--- src/rtl/pcarb_pkg.sv ---
package pcarb_pkg;

  // Per-edge decision of the grant controller
  typedef enum logic [2:0] {
    ARB_OFF,     // strap low: drop everything
    ARB_EXPIRE,  // start window ran out: drop and shut out grantee
    ARB_HOLD,    // idle bus, grantee still requesting: keep
    ARB_GRANT,   // nothing granted: hand to winner if any
    ARB_HIDDEN,  // busy bus: move grant straight to winner
    ARB_TURN,    // idle bus, grantee gone quiet, others waiting: dead cycle
    ARB_PARK     // nobody waiting: keep last grant
  } arb_dec_e;

endpackage

--- src/rtl/pcarb_rst_sync.sv ---
module pcarb_rst_sync (
  input  logic clk,
  input  logic rst_n_in,
  output logic rst_n_out
);

  logic meta_q;
  logic sync_q;

  always_ff @(posedge clk or negedge rst_n_in) begin
    if (!rst_n_in) begin
      meta_q <= 1'b0;
      sync_q <= 1'b0;
    end else begin
      meta_q <= 1'b1;
      sync_q <= meta_q;
    end
  end

  assign rst_n_out = sync_q;

endmodule

--- src/rtl/pcarb_rr_pick.sv ---
module pcarb_rr_pick #(
  parameter int NREQ  = 5,
  parameter int IDX_W = 3
) (
  input  logic [NREQ-1:0]  elig,
  input  logic [IDX_W-1:0] last,
  output logic             found,
  output logic [IDX_W-1:0] win
);

  int idx;

  always_comb begin
    found = 1'b0;
    win   = '0;
    idx   = 0;
    for (int k = 1; k <= NREQ; k++) begin
      idx = (int'(last) + k) % NREQ;
      if (!found && elig[idx]) begin
        found = 1'b1;
        win   = IDX_W'(idx);
      end
    end
  end

endmodule

--- src/rtl/pcarb_start_watch.sv ---
module pcarb_start_watch #(
  parameter int NREQ       = 5,
  parameter int TMO_CYCLES = 16,
  parameter int IDX_W      = 3,
  parameter int CNT_W      = 5
) (
  input  logic             clk,
  input  logic             rst_n,
  input  logic             tick,     // granted, requesting and idle this cycle
  input  logic [IDX_W-1:0] cur,
  input  logic [NREQ-1:0]  req_n,
  output logic             expired,
  output logic [NREQ-1:0]  lock
);

  localparam logic [CNT_W-1:0] CNT_LAST = CNT_W'(TMO_CYCLES - 1);

  logic [CNT_W-1:0] cnt_q, cnt_d;
  logic [NREQ-1:0]  lock_q, lock_d;

  assign expired = tick && (cnt_q == CNT_LAST);

  always_comb begin
    if (tick && !expired) cnt_d = cnt_q + 1'b1;
    else                  cnt_d = '0;
  end

  for (genvar i = 0; i < NREQ; i++) begin : g_lock
    logic set_i;
    assign set_i     = expired && (cur == IDX_W'(i));
    // set wins over the release by a high request in the same cycle
    assign lock_d[i] = set_i | (lock_q[i] & ~req_n[i]);
  end

  always_ff @(posedge clk or negedge rst_n) begin
    if (!rst_n) begin
      cnt_q  <= '0;
      lock_q <= '0;
    end else begin
      cnt_q  <= cnt_d;
      lock_q <= lock_d;
    end
  end

  assign lock = lock_q;

  // counter never runs past the last window cycle
  p_cnt_window_r8: assert property (@(posedge clk) disable iff (!rst_n)
    cnt_q <= CNT_LAST);

  // a shut-out flag only appears through an expiry
  p_lock_source_r9: assert property (@(posedge clk) disable iff (!rst_n)
    $rose(lock_q[cur]) |-> $past(tick));

endmodule

--- src/rtl/pci_rr_arbiter.sv ---
module pci_rr_arbiter
  import pcarb_pkg::*;
#(
  parameter int NREQ       = 5,
  parameter int TMO_CYCLES = 16
) (
  input  logic            clk,
  input  logic            rst_n,
  input  logic            arb_en,
  input  logic [NREQ-1:0] req_n,
  input  logic            frame_n,
  input  logic            irdy_n,
  output logic [NREQ-1:0] gnt_n
);

  localparam int IDX_W = (NREQ > 1) ? $clog2(NREQ) : 1;
  localparam int CNT_W = $clog2(TMO_CYCLES + 1);
  localparam logic [IDX_W-1:0] IDX_START = IDX_W'(NREQ - 1);

  logic             rst_q;
  logic             gv_q, gv_d;
  logic [IDX_W-1:0] cur_q, cur_d;
  logic [NREQ-1:0]  gnt_q, gnt_d;
  logic [NREQ-1:0]  lock, elig;
  logic             idle, cur_req, tick, expired, found;
  logic [IDX_W-1:0] win;
  arb_dec_e         dec;

  pcarb_rst_sync u_rst (
    .clk       (clk),
    .rst_n_in  (rst_n),
    .rst_n_out (rst_q)
  );

  assign idle    = frame_n & irdy_n;
  assign cur_req = ~req_n[cur_q];
  assign tick    = arb_en & gv_q & idle & cur_req;
  assign elig    = ~req_n & ~lock;

  pcarb_rr_pick #(.NREQ(NREQ), .IDX_W(IDX_W)) u_pick (
    .elig  (elig),
    .last  (cur_q),
    .found (found),
    .win   (win)
  );

  pcarb_start_watch #(
    .NREQ(NREQ), .TMO_CYCLES(TMO_CYCLES), .IDX_W(IDX_W), .CNT_W(CNT_W)
  ) u_watch (
    .clk     (clk),
    .rst_n   (rst_q),
    .tick    (tick),
    .cur     (cur_q),
    .req_n   (req_n),
    .expired (expired),
    .lock    (lock)
  );

  always_comb begin
    if (!arb_en)      dec = ARB_OFF;
    else if (expired) dec = ARB_EXPIRE;
    else if (tick)    dec = ARB_HOLD;
    else if (!gv_q)   dec = ARB_GRANT;
    else if (!idle)   dec = ARB_HIDDEN;
    else if (found)   dec = ARB_TURN;
    else              dec = ARB_PARK;
  end

  always_comb begin
    gv_d  = gv_q;
    cur_d = cur_q;
    unique case (dec)
      ARB_OFF, ARB_EXPIRE, ARB_TURN: gv_d = 1'b0;
      ARB_GRANT: begin
        gv_d = found;
        if (found) cur_d = win;
      end
      ARB_HIDDEN: if (found) cur_d = win;
      default: ;
    endcase
  end

  for (genvar i = 0; i < NREQ; i++) begin : g_gnt
    assign gnt_d[i] = gv_d && (cur_d == IDX_W'(i));
  end

  always_ff @(posedge clk or negedge rst_q) begin
    if (!rst_q) begin
      gv_q  <= 1'b0;
      cur_q <= IDX_START;
      gnt_q <= '0;
    end else begin
      gv_q  <= gv_d;
      cur_q <= cur_d;
      gnt_q <= gnt_d;
    end
  end

  assign gnt_n = ~gnt_q;

  // never two grants at once
  p_one_grant_r3: assert property (@(posedge clk) disable iff (!rst_q)
    $onehot0(gnt_q));

  // strap low clears the grants at the next edge
  p_strap_off_r2: assert property (@(posedge clk) disable iff (!rst_q)
    !arb_en |=> (gnt_q == '0));

  // on an idle bus a grant only stays or drops, never swaps
  p_turnaround_r6: assert property (@(posedge clk) disable iff (!rst_q)
    (idle && gv_q) |=> ((gnt_q == $past(gnt_q)) || (gnt_q == '0)));

  // no requests means the grant stays parked
  p_parking_r7: assert property (@(posedge clk) disable iff (!rst_q)
    (arb_en && gv_q && (&req_n)) |=> $stable(gnt_q));

  // a shut-out requester is never the grantee
  p_no_grant_locked_r9: assert property (@(posedge clk) disable iff (!rst_q)
    (gnt_q & lock) == '0);

endmodule

--- config.mk ---
export PLATFORM = sky130hd
export DESIGN_NAME = pci_rr_arbiter
export DESIGN_NICKNAME = d
export VERILOG_FILES = /design/src/rtl/pcarb_pkg.sv /design/src/rtl/pcarb_rst_sync.sv /design/src/rtl/pcarb_rr_pick.sv /design/src/rtl/pcarb_start_watch.sv /design/src/rtl/pci_rr_arbiter.sv
export SDC_FILE = /design/constraint.sdc
export NUM_CORES = 1
export LEC_CHECK = 0
export ABC_AREA = 1
export CAP_MARGIN = 20
export CORE_ASPECT_RATIO = 2
export CORE_MARGIN = 1.5
export CORE_UTILIZATION = 40
export CTS_CLUSTER_DIAMETER = 200
export DETAILED_ROUTE_END_ITERATION = 7
export GPL_TIMING_DRIVEN = 0
export SLEW_MARGIN = 30
export SYNTH_ARGS = -nofsm -noshare
export SYNTH_HDL_FRONTEND = slang
export SYNTH_SLANG_ARGS = --single-unit
--- constraint.sdc ---
create_clock -name clk -period 0.8 [get_ports clk]
set_clock_uncertainty 0.15 [all_clocks]
set_input_delay 0.16 -clock clk [delete_from_list [all_inputs] [get_ports clk]]
set_output_delay 0.16 -clock clk [all_outputs]
set_load 0.05 [all_outputs]
==> Yosys cells after proc, flatten, opt, wreduce, memory -nomap -nowiden <==
Index checks and enable logic that the tools add are counted.
{ "totals": {"input_bits": 10, "elab_cells": 124, "register_bits": 21, "output_inout_bits": 5} }
{ "classes": {"n_div": 5, "eq_ne": 13, "bitwise": 24, "magnitude_cmp": 6, "n_reduce_logical": 26, "muxes": 37, "n_addsub": 6} }
{ "ops": {"columns": ["op", "count"], "rows": [
  ["$lt A32 B5 Y1 const B", 5],
  ["$mod A32 B4 Y32 const B", 5],
  ["$mux W3", 11],
  ["$bmux W1 S3", 6],
  ["$logic_and A1 B1 Y1", 16],
  ["$mux W1", 16],
  ["$eq A3 B2 Y1 const B", 5],
  ["$not A5 Y5", 3],
  ["$eq A3 B3 Y1 const B", 4],
  ["$and A1 B1 Y1", 9],
  ["$eq A3 B1 Y1 const B", 3],
  ["$logic_not A3 Y1", 3],
  ["$add A3 B2 Y4 const B", 2],
  ["$add A3 B3 Y4 const B", 2],
  ["$not A1 Y1", 6],
  ["$add A5 B1 Y5 const B", 1],
  ["$and A5 B5 Y5", 1],
  ["$eq A5 B4 Y1 const B", 1],
  ["$logic_not A1 Y1", 5],
  ["$mux W5", 1],
  ["$or A1 B1 Y1", 5],
  ["$add A3 B1 Y4 const B", 1],
  ["$lt A3 B4 Y1 const B", 1],
  ["$mux W2", 2],
  ["3 further kinds", 3]
]} }

==> Logic depth before layout (Yosys ltp) <==
Gate-level depths: netlist (run 1).
{ "logic_depth": {"word_depth": 29, "depth_mapped": 32, "depth_no_buf": 30} }

==> Cells and area by module <==
From an unflattened synthesis (run 1), not the netlist that was laid out.
{ "hier_totals": {"cells_unflattened": 407, "hier_area_um2": 2578.7} }
{ "by_module_without_submodules": {"columns": ["module", "seq_area_each_um2", "cells_per_inst", "area_per_inst_um2", "n_inst"], "rows": [
  ["pcarb_rr_pick", 0.0, 257, 1466.4, 1],
  ["pci_rr_arbiter", 226.5, 92, 594.3, 1],
  ["pcarb_start_watch", 250.2, 55, 464.2, 1],
  ["pcarb_rst_sync", 50.0, 3, 53.8, 1]
]} }

==> Worst setup path before layout (run 1) <==
OpenSTA, ideal clock, no wires.
{ "synth_path": {"path_type": "flip-flop to flip-flop", "from": "register cur_q[1]", "to": "register gnt_q[2]", "t_arrival_ns": 3.731, "setup_slack_ns": -3.152, "setup_time_ns": 0.072, "period_less_slack_ns": 3.952, "path_stages_with_launch": 27, "path_buffers": 1, "required_ns": 0.578, "path_cell_list": "dfrtp_1 > inv_1 > ha_1 > nor2_1 > nor2_1 > a21oi_1 > xor2_1 > ha_1 > fa_1 > nand3_1 > nand2_1 > nand2_1 > nand2_1 > nand3_1 > nand2_1 > nand2_1 > nand2_1 > nor2_4 > buf_4 > nand2_1 > nor2_2 > nand3_1 > nand2_1 > nand2_1 > nand2_2 > nand3_1 > nor2_1"} }
{ "synth_between": {"elab_chain_len": 29, "elab_cells_between_ends": 66, "cone_classes": "5 x add/sub; 5 x div; 5 x eq/ne; 36 x mux; 2 x bitwise; 13 x reduce/logical"} }
{ "synth_rtl": {"columns": ["element", "line_no", "source"], "rows": [
  ["from (decl)", "pci_rr_arbiter.sv:22", "logic [IDX_W-1:0] cur_q, cur_d;"],
  ["from (signal assigned)", "pci_rr_arbiter.sv:94", "cur_q <= cur_d;"],
  ["$add A3 B1 Y4", "pcarb_rr_pick.sv:18", "idx = (int'(last) + k) % NREQ;"],
  ["$mod A32 B4 Y32", "pcarb_rr_pick.sv:18", null],
  ["$bmux W1 S3", "pcarb_rr_pick.sv:19", "if (!found && elig[idx]) begin"],
  ["$mux W1 (not written as such) (2 in series)", "pcarb_rr_pick.sv:19", null],
  ["$mux W1", "pcarb_rr_pick.sv:19", null],
  ["$logic_not A1 Y1", "pcarb_rr_pick.sv:19", null],
  ["$logic_and A1 B1 Y1", "pcarb_rr_pick.sv:19", null],
  ["$mux W1", "pcarb_rr_pick.sv:19", null],
  ["[... 14 more ...]", null, null],
  ["$mux W3", "pci_rr_arbiter.sv:60", "if (!arb_en) dec = ARB_OFF;"],
  ["$eq A3 B3 Y1 or $eq A3 B2 Y1 (tied branches)", "pci_rr_arbiter.sv:72", "unique case (dec)"],
  ["$reduce_or A2 Y1 (no line)", null, null],
  ["$mux W3 *", null, null],
  ["named net cur_d[1]", "pci_rr_arbiter.sv:22", null],
  ["$eq A3 B2 Y1 *", "pci_rr_arbiter.sv:84", "assign gnt_d[i] = gv_d && (cur_d == IDX_W'(i));"],
  ["$logic_and A1 B1 Y1 *", "pci_rr_arbiter.sv:84", null],
  ["named net gnt_d[2]", "pci_rr_arbiter.sv:23", "logic [NREQ-1:0] gnt_q, gnt_d;"],
  ["to (signal assigned)", "pci_rr_arbiter.sv:95", "gnt_q <= gnt_d;"],
  ["to (decl)", "pci_rr_arbiter.sv:23", null]
]} }
The timed path passes the listed nets; every way through them passes the cells marked *. The select of a mux whose other input is x is not followed.

==> Worst setup path in the final report (run 1) <==
{ "layout_path": {"from": "register cur_q[0]", "to": "register gnt_q[2]"} }
{ "layout_between": {"elab_chain_len": 29, "elab_cells_between_ends": 66, "cone_classes": "5 x add/sub; 5 x div; 5 x eq/ne; 36 x mux; 2 x bitwise; 13 x reduce/logical"} }
{ "layout_rtl": {"columns": ["element", "line_no", "source"], "rows": [
  ["$add A3 B1 Y4", "pcarb_rr_pick.sv:18", null],
  ["$mod A32 B4 Y32", "pcarb_rr_pick.sv:18", null],
  ["$bmux W1 S3", "pcarb_rr_pick.sv:19", null],
  ["$mux W1 (not written as such) (2 in series)", "pcarb_rr_pick.sv:19", null],
  ["$mux W1", "pcarb_rr_pick.sv:19", null],
  ["$logic_not A1 Y1", "pcarb_rr_pick.sv:19", null],
  ["$logic_and A1 B1 Y1", "pcarb_rr_pick.sv:19", null],
  ["$mux W1", "pcarb_rr_pick.sv:19", null],
  ["[... 13 more ...]", null, null],
  ["$mux W3", "pci_rr_arbiter.sv:61", "else if (expired) dec = ARB_EXPIRE;"],
  ["$mux W3", "pci_rr_arbiter.sv:60", null],
  ["$eq A3 B3 Y1 or $eq A3 B2 Y1 (tied branches)", "pci_rr_arbiter.sv:72", null],
  ["$reduce_or A2 Y1 (no line)", null, null],
  ["$mux W3", null, null],
  ["$eq A3 B2 Y1", "pci_rr_arbiter.sv:84", null],
  ["$logic_and A1 B1 Y1 *", "pci_rr_arbiter.sv:84", null],
  ["named net gnt_d[2]", "pci_rr_arbiter.sv:23", null]
]} }
Marks and branches as above.

==> impl_metrics.tcl, run 1 <==
set metrics [dict create \
    vias_per_cell 5.033 \
    tightest_slew_ns 0.5660 \
    dp_hpwl_um 5391 \
    hold_class "input pin to asynchronous set/reset pin" \
    wl_per_cell_um 13.13 \
    crit_start "cur_q[0]$_DFF_PN0_" \
    clock_tree.root_cell "clkbuf_16" \
    cp_top_family "simple AND/OR/NAND/NOR gates" \
    hold-worst-slack_ns -0.08636 \
    io_pins 15 \
    critical_path.endpoint_type "flop" \
    drt_iter0_drc 189 \
    fin_area_um2 4141 \
    io_buffers 14 \
    crit_slowest_cell "dfrtp_2" \
    die_h_um 121.3 \
    totalWireLength_um 7906 \
    drc_errors 0 \
    grt_pass1_vias 2792 \
    fillCellCount 648 \
    antenna_found_initial 0 \
    r2r-start "cur_q[0]$_DFF_PN0_" \
    cp.arrival_ns 3.86 \
    grt-ovfl-total 0 \
    yosysUniqueCellTypes 38 \
    violations "hold timing, setup timing" \
    yosysWarningCount 0 \
    slew_headroom 0.6197 \
    fmax_mhz 258.4 \
    cp.depth 29 \
    path_class "flop to flop" \
    r2r_cells 29 \
    finalCritPeriodShare 4.837 \
    path_clk_slew_ns 0.06 \
    cts_made_buffers 3 \
    core.rowCount 43 \
    cp_num_buf_inv 8 \
    drive_gt1_frac 0.3906 \
    area_growth_pct 47.97 \
    reg2reg_slack_ns -3.07 \
    die-area_um2 7539 \
    status "finished with violations" \
    ant_nets 0 \
    rsz0062_at_grt "true" \
    drt_pass1_iterations 4 \
    clock_latency_ns 0.25 \
    clkSinkCount 21 \
    async_flop_share 1.000 \
    start_util 0.4096 \
    grt_first_pass_wirelength_um 12830 \
    crit_path_start_kind "flop" \
    crit_end "gnt_q[2]$_DFF_PN0_" \
    slowest_delay_ns 0.45 \
    syn_avg_cell_area_um2 6.376 \
    grt_max_degree 20 \
    clock_path_buffers 2 \
    setup_viol 24 \
    placed_area_um2 3222 \
    crit_top_cell "nand2_2" \
    h-tree-depth 1 \
    r2r-end "gnt_q[2]$_DFF_PN0_" \
    path_max_fanout 7 \
    cts_tree "done" \
    diodes 0 \
    synth_edf_count 0 \
    syn_nets 480 \
    synth_seq_cells 21 \
    slew_violations 0 \
    vias 3030 \
    die_w_um 62.15 \
    track_usage 0.2088 \
    critical_path_required_ns 0.79 \
    setup_slack_ns -3.070 \
    hold_viol 2 \
    gp_congestion 0.8917 \
    postSynthCellCount 439 \
    cap_violations 0 \
    synth_seq_area_share 0.1882 \
    finalCriticalPeriod_ns 3.870 \
    synth_area_um2 2799 \
    coreArea_um2 6833 \
    synth-main-ff-cell "dfrtp_1" \
    nNetsFinal 554 \
]
-- cells in the final DEF, fill, tap and decap left out, drive strengths merged --
master         count
o21a               2
o31ai              1
buf               66
ha                30
o21ai             20
inv               66
clkdlybuf4s50      9
nor2              48
dfrtp             20
a21oi              8
a31oi              1
dfstp              1
xor2               5
nor3               2
and3               1
nor4               2
clkinvlp           5
nand2            132
nand4             16
conb               1
or2                2
o32ai              2
nand3b             5
clkbuf             6
nand3             59
a21boi             1
fa                 1
-- worst min path at each step --
stage | slack [ns] | cells after the start | endpoint
finish | -0.09 | 1 | u_rst.meta_q$_DFF_PN0_
global route | -0.09 | 1 | u_rst.meta_q$_DFF_PN0_
CTS | -0.09 | 1 | u_rst.meta_q$_DFF_PN0_
detailed placement | 0.18 | 1 | u_rst.rst_n_out$_DFF_PN0_
global placement | 0.18 | 1 | u_rst.meta_q$_DFF_PN0_
floorplan | -0.29 | 0 | u_rst.meta_q$_DFF_PN0_
-- Yosys cell counts (all sizes together) (5+ instances only) --
cell      n  share of area
a21oi     8          0.016
buf       6          0.013
dfrtp    20           0.18
ha       30           0.13
inv      71          0.095
nand2   132           0.20
nand3    59           0.13
nand3b    5          0.013
nand4    16          0.041
nor2     48          0.069
o21ai    20          0.037
xor2      5          0.018
-- flip-flops by register name, indices dropped and copies added, names as in the netlist --
signal           cells
gnt_q                5
cur_q                3
u_rst.meta_q         1
gv_q                 1
u_watch.lock         5
u_watch.cnt_q        5
u_rst.rst_n_out      1
-- kinds of logic (layout without fill, tap and decap cells) --
logic type	after synthesis	in the layout	share of synthesized area
flip-flops	21	21	0.1882
adder cells (fa/ha/maj)	31	31	0.1413
AO/OA/AOI/OAI	35	35	0.07331
other	1	1	0.001340
XOR/XNOR	5	5	0.01833
buffers and inverters	79	152	0.1113
AND/OR/NAND/NOR	267	267	0.4662
-- cell type report --
type | count | area [µm²] | share of cell area
sequential | 21 | 534.3 | 0.1290
multi-input combinational | 339 | 2426 | 0.5858
timing repair buffer | 69 | 588.1 | 0.1420
tap | 90 | 112.6 | 0.02719
inverter | 71 | 310.3 | 0.07492
buffer | 8 | 91.34 | 0.02205
clock buffer | 4 | 78.83 | 0.01903
-- per-stage QoR --
stage          cells  TNS, ns    util  worst slack [ns]
2_1_floorplan    439   -34.25       -            -2.900
3_3_place_gp     543   -49.97  0.4715            -3.482
3_5_place_dp     543   -49.71  0.4715            -3.454
4_1_cts          591   -39.15  0.5680            -2.951
5_1_grt          602   -43.00  0.6061            -3.243
6_report         602   -40.57  0.6061            -3.070
-- worst reg2reg max path: cells and delay by family, from the launching register on --
family          cells  cell delay [ns]
compound gates      1             0.08
simple gates       17             1.81
fa+ha+maj           3             0.60
buf+inv             8             0.69
flops               1             0.45
-- routing by layer --
metal  track usage  wire length, µm
met5             0                0
met4       0.05139              168
met3       0.03154              272
met2        0.3655             4105
met1        0.2679             3360
-- repair_timing --
item                                    CTS  global route
pin swaps                                37            24
endpoints found under the hold margin     2             2
gates resized for setup                  98            44
cloned                                    1             0
buffers inserted                         43            11
endpoints found under the setup margin   43            24
Power of run 1 is left out: the tool's default activity adds up to more than one toggle a clock period on the data nets, which glitch-free logic cannot reach.
==> run 2, diff against run 1 <==
--- a/config.mk
+++ b/config.mk
@@ -12,7 +12,6 @@
 export CORE_UTILIZATION = 40
 export CTS_CLUSTER_DIAMETER = 200
 export DETAILED_ROUTE_END_ITERATION = 7
-export GPL_TIMING_DRIVEN = 0
 export SLEW_MARGIN = 30
 export SYNTH_ARGS = -nofsm -noshare
 export SYNTH_HDL_FRONTEND = slang
==> run 2 against run 1 <==
The run still ends with hold timing, setup timing left. Maximum frequency grew 3.8%. Highest routed layer unchanged. Register-to-register slack better by 0.14 ns. Count of clock-buffer cells in the layout is the same. Non-clock buffer count is 73 higher. Critical path type unchanged. Worst setup slack better by 0.14 ns.
==> impl_metrics.tcl, run 2 (synthesis results as in run 1) <==
set metrics [dict create \
    setup_viol 24 \
    gp_congestion 0.8851 \
    drt_iter0_drc 111 \
    finalCritPeriodShare 4.658 \
    io_buffers 14 \
    grt_pass1_vias 3147 \
    die_h_um 121.3 \
    track_usage 0.2194 \
    area_growth_pct 68.17 \
    hold_class "input pin to asynchronous set/reset pin" \
    fillCellCount 574 \
    violations "hold timing, setup timing" \
    clock_latency_ns 0.25 \
    cts_made_buffers 3 \
    hold-worst-slack_ns -0.07980 \
    grt_max_degree 20 \
    slew_violations 0 \
    path_max_fanout 5 \
    slowest_delay_ns 0.59 \
    wl_per_cell_um 12.74 \
    grt_first_pass_wirelength_um 13660 \
    cp_num_buf_inv 3 \
    io_pins 15 \
    totalWireLength_um 8598 \
    h-tree-depth 1 \
    antenna_found_initial 0 \
    crit_path_start_kind "flop" \
    core.rowCount 43 \
    crit_slowest_cell "dfstp_2" \
    status "finished with violations" \
    start_util 0.4096 \
    drt_pass1_iterations 5 \
    setup_slack_ns -2.926 \
    clock_tree.root_cell "clkbuf_16" \
    die_w_um 62.15 \
    drc_errors 0 \
    vias_per_cell 4.877 \
    path_cells "inv_6, ha_4, nor2_4, nor2_2, a21oi_2, xor2_2, ha_2, fa_2, nand4_1, buf_4, nand3_2, nand3_2, nand2_1, nand2_1, nand2_2, buf_4, a31oi_2, nand3_1, nor2_1, nand2_2, nand2_2, nand3_1, nor2_1" \
    path_clk_slew_ns 0.06 \
    die-area_um2 7539 \
    finalCriticalPeriod_ns 3.726 \
    vias 3292 \
    dp_hpwl_um 6149 \
    ant_nets 0 \
    coreArea_um2 6833 \
    cts_tree "done" \
    cp_top_family "simple AND/OR/NAND/NOR gates" \
    utilization 0.6889 \
    critical_path_required_ns 0.83 \
    clkSinkCount 21 \
    fmax_mhz 268.4 \
    crit_top_cell "nand2_2" \
    grt-ovfl-total 0 \
    nNetsFinal 627 \
    pre_cts_ws_ns -2.970 \
    hold_viol 2 \
    stdcell_count 675 \
    cp.arrival_ns 3.76 \
    clock_path_buffers 2 \
    drive_gt1_frac 0.4632 \
    critical_path.endpoint_type "flop" \
    diodes 0 \
    rsz0062_at_grt "true" \
    cap_violations 0 \
    mostFrequentLayoutCells "116 x buf_4, 93 x nand2_1, 49 x inv_1, 47 x nand3_1" \
    path_class "flop to flop" \
    dp.cells 647 \
    layout_commonest_cell "buf_4" \
]
[run 2: changes by cell type in the layout (fill, tap and decap cells not counted), moves of 6 or more]
cell / previous run / this run
o21ai_1: 12 / 6
nand3_1: 40 / 47
nand2_4: 15 / 5
nand3_2: 14 / 8
nand2_1: 86 / 93
buf_4: 49 / 116
buf_12: 2 / 11
[run 2: layer usage]
metal  up-vias  global-route usage  part of all wire
met4         0             0.08750             0.040
met5         -                   0                 0
met3        30             0.02134             0.023
li1       1694                   -                 -
met1      1510              0.2444              0.40
met2        58              0.4198              0.54
[run 2: final timing paths]
kind,startpoint,end,slack [ns],cells past startpoint
setup / recovery,cur_q[2]$_DFF_PN1_,gnt_q[1]$_DFF_PN0_,-2.93,23
hold / removal,rst_n,u_rst.meta_q$_DFF_PN0_,-0.08,1
setup reg to reg,cur_q[2]$_DFF_PN1_,gnt_q[1]$_DFF_PN0_,-2.93,23
hold reg to reg,u_rst.rst_n_out$_DFF_PN0_,gv_q$_DFF_PN0_,0.06,1
max in group asynchronous,u_rst.rst_n_out$_DFF_PN0_,cur_q[2]$_DFF_PN1_,0.23,1
min in group clk,u_rst.meta_q$_DFF_PN0_,u_rst.rst_n_out$_DFF_PN0_,0.23,0
[run 2: metrics by stage]
| stage | area, µm² | TNS [ns] |
|---|---|---|
| after CTS | 4519 | -38.51 |
| after floorplan | 2969 | -34.25 |
| after detailed placement | 4100 | -37.81 |
| final | 4707 | -39.30 |
| after global routing | 4707 | -42.10 |
| after global placement | 4100 | -37.97 |
[run 2: worst register-to-register path, delay by kind of cell (launching register included)]
family                   cells  cell delay, ns
AND/OR/NAND/NOR             14            1.25
XOR/XNOR                     1            0.19
AO/OA/AOI/OAI                2            0.28
flip-flops                   1            0.59
buffers and inverters        3            0.35
adder cells (fa/ha/maj)      3            0.85
[run 2: layout make-up]
type                            instances  area (µm²)  share of cell area
Inverter                               71       302.8             0.06433
Tap cell                               90       112.6             0.02392
Sequential cell                        21       528.0              0.1122
Multi-Input combinational cell        339        2342              0.4976
Timing Repair Buffer                  150        1343              0.2852
Clock buffer                            4       78.83             0.01675
[run 2: timing repair]
action,in CTS,in global routing
pin swaps,21,18
setup buffers,19,10
endpoints found under the hold margin,2,2
gates resized for setup,55,39
endpoints found under the setup margin,24,24
Power of run 2 is left out for the same reason.
==> run 3, diff against run 2 <==
--- a/config.mk
+++ b/config.mk
@@ -12,6 +12,7 @@
 export CORE_UTILIZATION = 40
 export CTS_CLUSTER_DIAMETER = 200
 export DETAILED_ROUTE_END_ITERATION = 7
+export SETUP_SLACK_MARGIN = 0.05
 export SLEW_MARGIN = 30
 export SYNTH_ARGS = -nofsm -noshare
 export SYNTH_HDL_FRONTEND = slang
==> run 3 against run 2 <==
The run still ends with hold timing, setup timing left. Via count shrank 0.15%. Register-to-register slack is essentially flat. Utilization is 0.64 points lower. Critical path depth grew 1. Maximum frequency fell by 0.13%. Cell count is 0.30% higher. Flip-flop and latch count stayed put. Worst setup slack worse by 0.0047 ns. Sequential share of layout area up 0.16 points. Worst hold slack lost 0.0095 ns. First-iteration DRC count up 77%. Critical path type unchanged.
==> impl_metrics.tcl, run 3 (synthesis results as in run 1) <==
set metrics [dict create \
    dp.cells 653 \
    cp_num_buf_inv 4 \
    drc_errors 0 \
    fmax_mhz 268.0 \
    crit_path_start_kind "flop" \
    finalCritPeriodShare 4.664 \
    die_w_um 62.15 \
    finalCriticalPeriod_ns 3.731 \
    antenna_found_initial 0 \
    setup_viol 24 \
    crit_slowest_cell "dfstp_2" \
    clock_tree.root_cell "clkbuf_16" \
    gr-usage-met1 0.2665 \
    met2_usage 0.4144 \
    gp_congestion 0.9004 \
    stdcell_count 677 \
    drt_iter0_drc 196 \
    wl_per_cell_um 12.70 \
    reg2reg_slack_ns -2.93 \
    track_usage 0.2247 \
    path_clk_slew_ns 0.06 \
    cap_violations 0 \
    grt_busiest_layer "met2" \
    clock_latency_ns 0.25 \
    cts_tree "done" \
    grt_max_degree 20 \
    io_buffers 14 \
    die_h_um 121.3 \
    mostFrequentLayoutCells "123 x buf_4, 94 x nand2_1, 52 x inv_1, 43 x nand3_1, 35 x nor2_1" \
    crit_top_cell "nor2_1" \
    nNetsFinal 629 \
    layout_commonest_cell "buf_4" \
    hold-worst-slack_ns -0.08931 \
    fillCellCount 571 \
    drive_gt1_frac 0.4514 \
    grt_pass1_vias 3117 \
    start_util 0.4096 \
    clock_path_buffers 2 \
    ant_nets 0 \
    area_growth_pct 66.61 \
    path_class "flop to flop" \
    h-tree-depth 1 \
    dp_hpwl_um 6347 \
    path_cells "inv_6, ha_4, nor2_1, nor2_1, a21oi_2, xor2_1, ha_2, fa_2, nand4_1, nand2_4, buf_4, nor2_1, nand3_1, nand2_2, nor2_4, buf_12, buf_4, nand4_1, nand3_2, nor2_4, nand2_2, nand2_4, nand3_2, nor2_2" \
    die-area_um2 7539 \
    critical_path.endpoint_type "flop" \
    totalWireLength_um 8596 \
    grt_first_pass_wirelength_um 13770 \
    status "finished with violations" \
    slew_violations 0 \
    violations "hold timing, setup timing" \
    vias_per_cell 4.855 \
    r2r_cells 24 \
    vias 3287 \
    cts_made_buffers 3 \
    grt-ovfl-total 0 \
    fin_setup_tns_ns -39.67 \
    core.rowCount 43 \
    diodes 0 \
    met3_usage 0.02412 \
    coreArea_um2 6833 \
    clkSinkCount 21 \
    io_pins 15 \
    hold_viol 2 \
    path_max_fanout 11 \
    rsz0062_at_grt "true" \
    drt_pass1_iterations 4 \
    critical_path_required_ns 0.84 \
    regArea_um2 530.5 \
    slowest_delay_ns 0.59 \
    r2r-start "cur_q[2]$_DFF_PN1_" \
    setup_slack_ns -2.931 \
    multi_input_area_um2 2323 \
    cp.arrival_ns 3.77 \
    cp_top_family "simple AND/OR/NAND/NOR gates" \
    r2r-end "gnt_q[0]$_DFF_PN0_" \
    hold_class "input pin to asynchronous set/reset pin" \
]
## run 3: area by class of cell
type                            count  area share
Clock buffer                        4     0.01690
Tap cell                           90     0.02415
Timing Repair Buffer              152      0.2815
Multi-Input combinational cell    339      0.4983
Inverter                           71     0.06547
Sequential cell                    21      0.1138
## run 3: worst max-delay path by stage
stage / slack, ns / start / end / cells after the start
after floorplan: -2.90 / cur_q[2]$_DFF_PN1_ / gnt_q[3]$_DFF_PN0_ / 25
after global placement: -2.87 / cur_q[2]$_DFF_PN1_ / gnt_q[2]$_DFF_PN0_ / 28
after detailed placement: -2.98 / cur_q[0]$_DFF_PN0_ / gnt_q[2]$_DFF_PN0_ / 24
after CTS: -2.84 / cur_q[2]$_DFF_PN1_ / gnt_q[0]$_DFF_PN0_ / 26
after global routing: -3.17 / cur_q[2]$_DFF_PN1_ / gnt_q[2]$_DFF_PN0_ / 24
final: -2.93 / cur_q[2]$_DFF_PN1_ / gnt_q[0]$_DFF_PN0_ / 24
## run 3: per-stage QoR
stage / setup WS, ns / hold slack [ns] / utilization / area [µm²]
6_report: -2.931 / -0.08931 / 0.6825 / 4663
4_1_cts: -2.837 / -0.08804 / 0.6521 / 4456
3_3_place_gp: -2.865 / 0.03888 / 0.6014 / 4109
2_1_floorplan: -2.900 / -0.2856 / - / 2970
3_5_place_dp: -2.979 / 0.03898 / 0.6014 / 4109
5_1_grt: -3.167 / -0.09082 / 0.6825 / 4663
## run 3: routing by layer
metal / part of all wire / vias up / routed length (µm)
met5: 0 / - / 0
met4: 0.045 / 0 / 391
met3: 0.022 / 25 / 186
met2: 0.53 / 56 / 4597
met1: 0.40 / 1503 / 3421
li1: - / 1703 / -
## run 3: repair_timing
item | in CTS | in global routing
gates resized for setup | 43 | 42
hold endpoints to repair | 2 | 2
endpoints found under the setup margin | 24 | 24
buffers inserted | 14 | 6
pin swaps | 19 | 18
Power of run 3 is left out for the same reason.
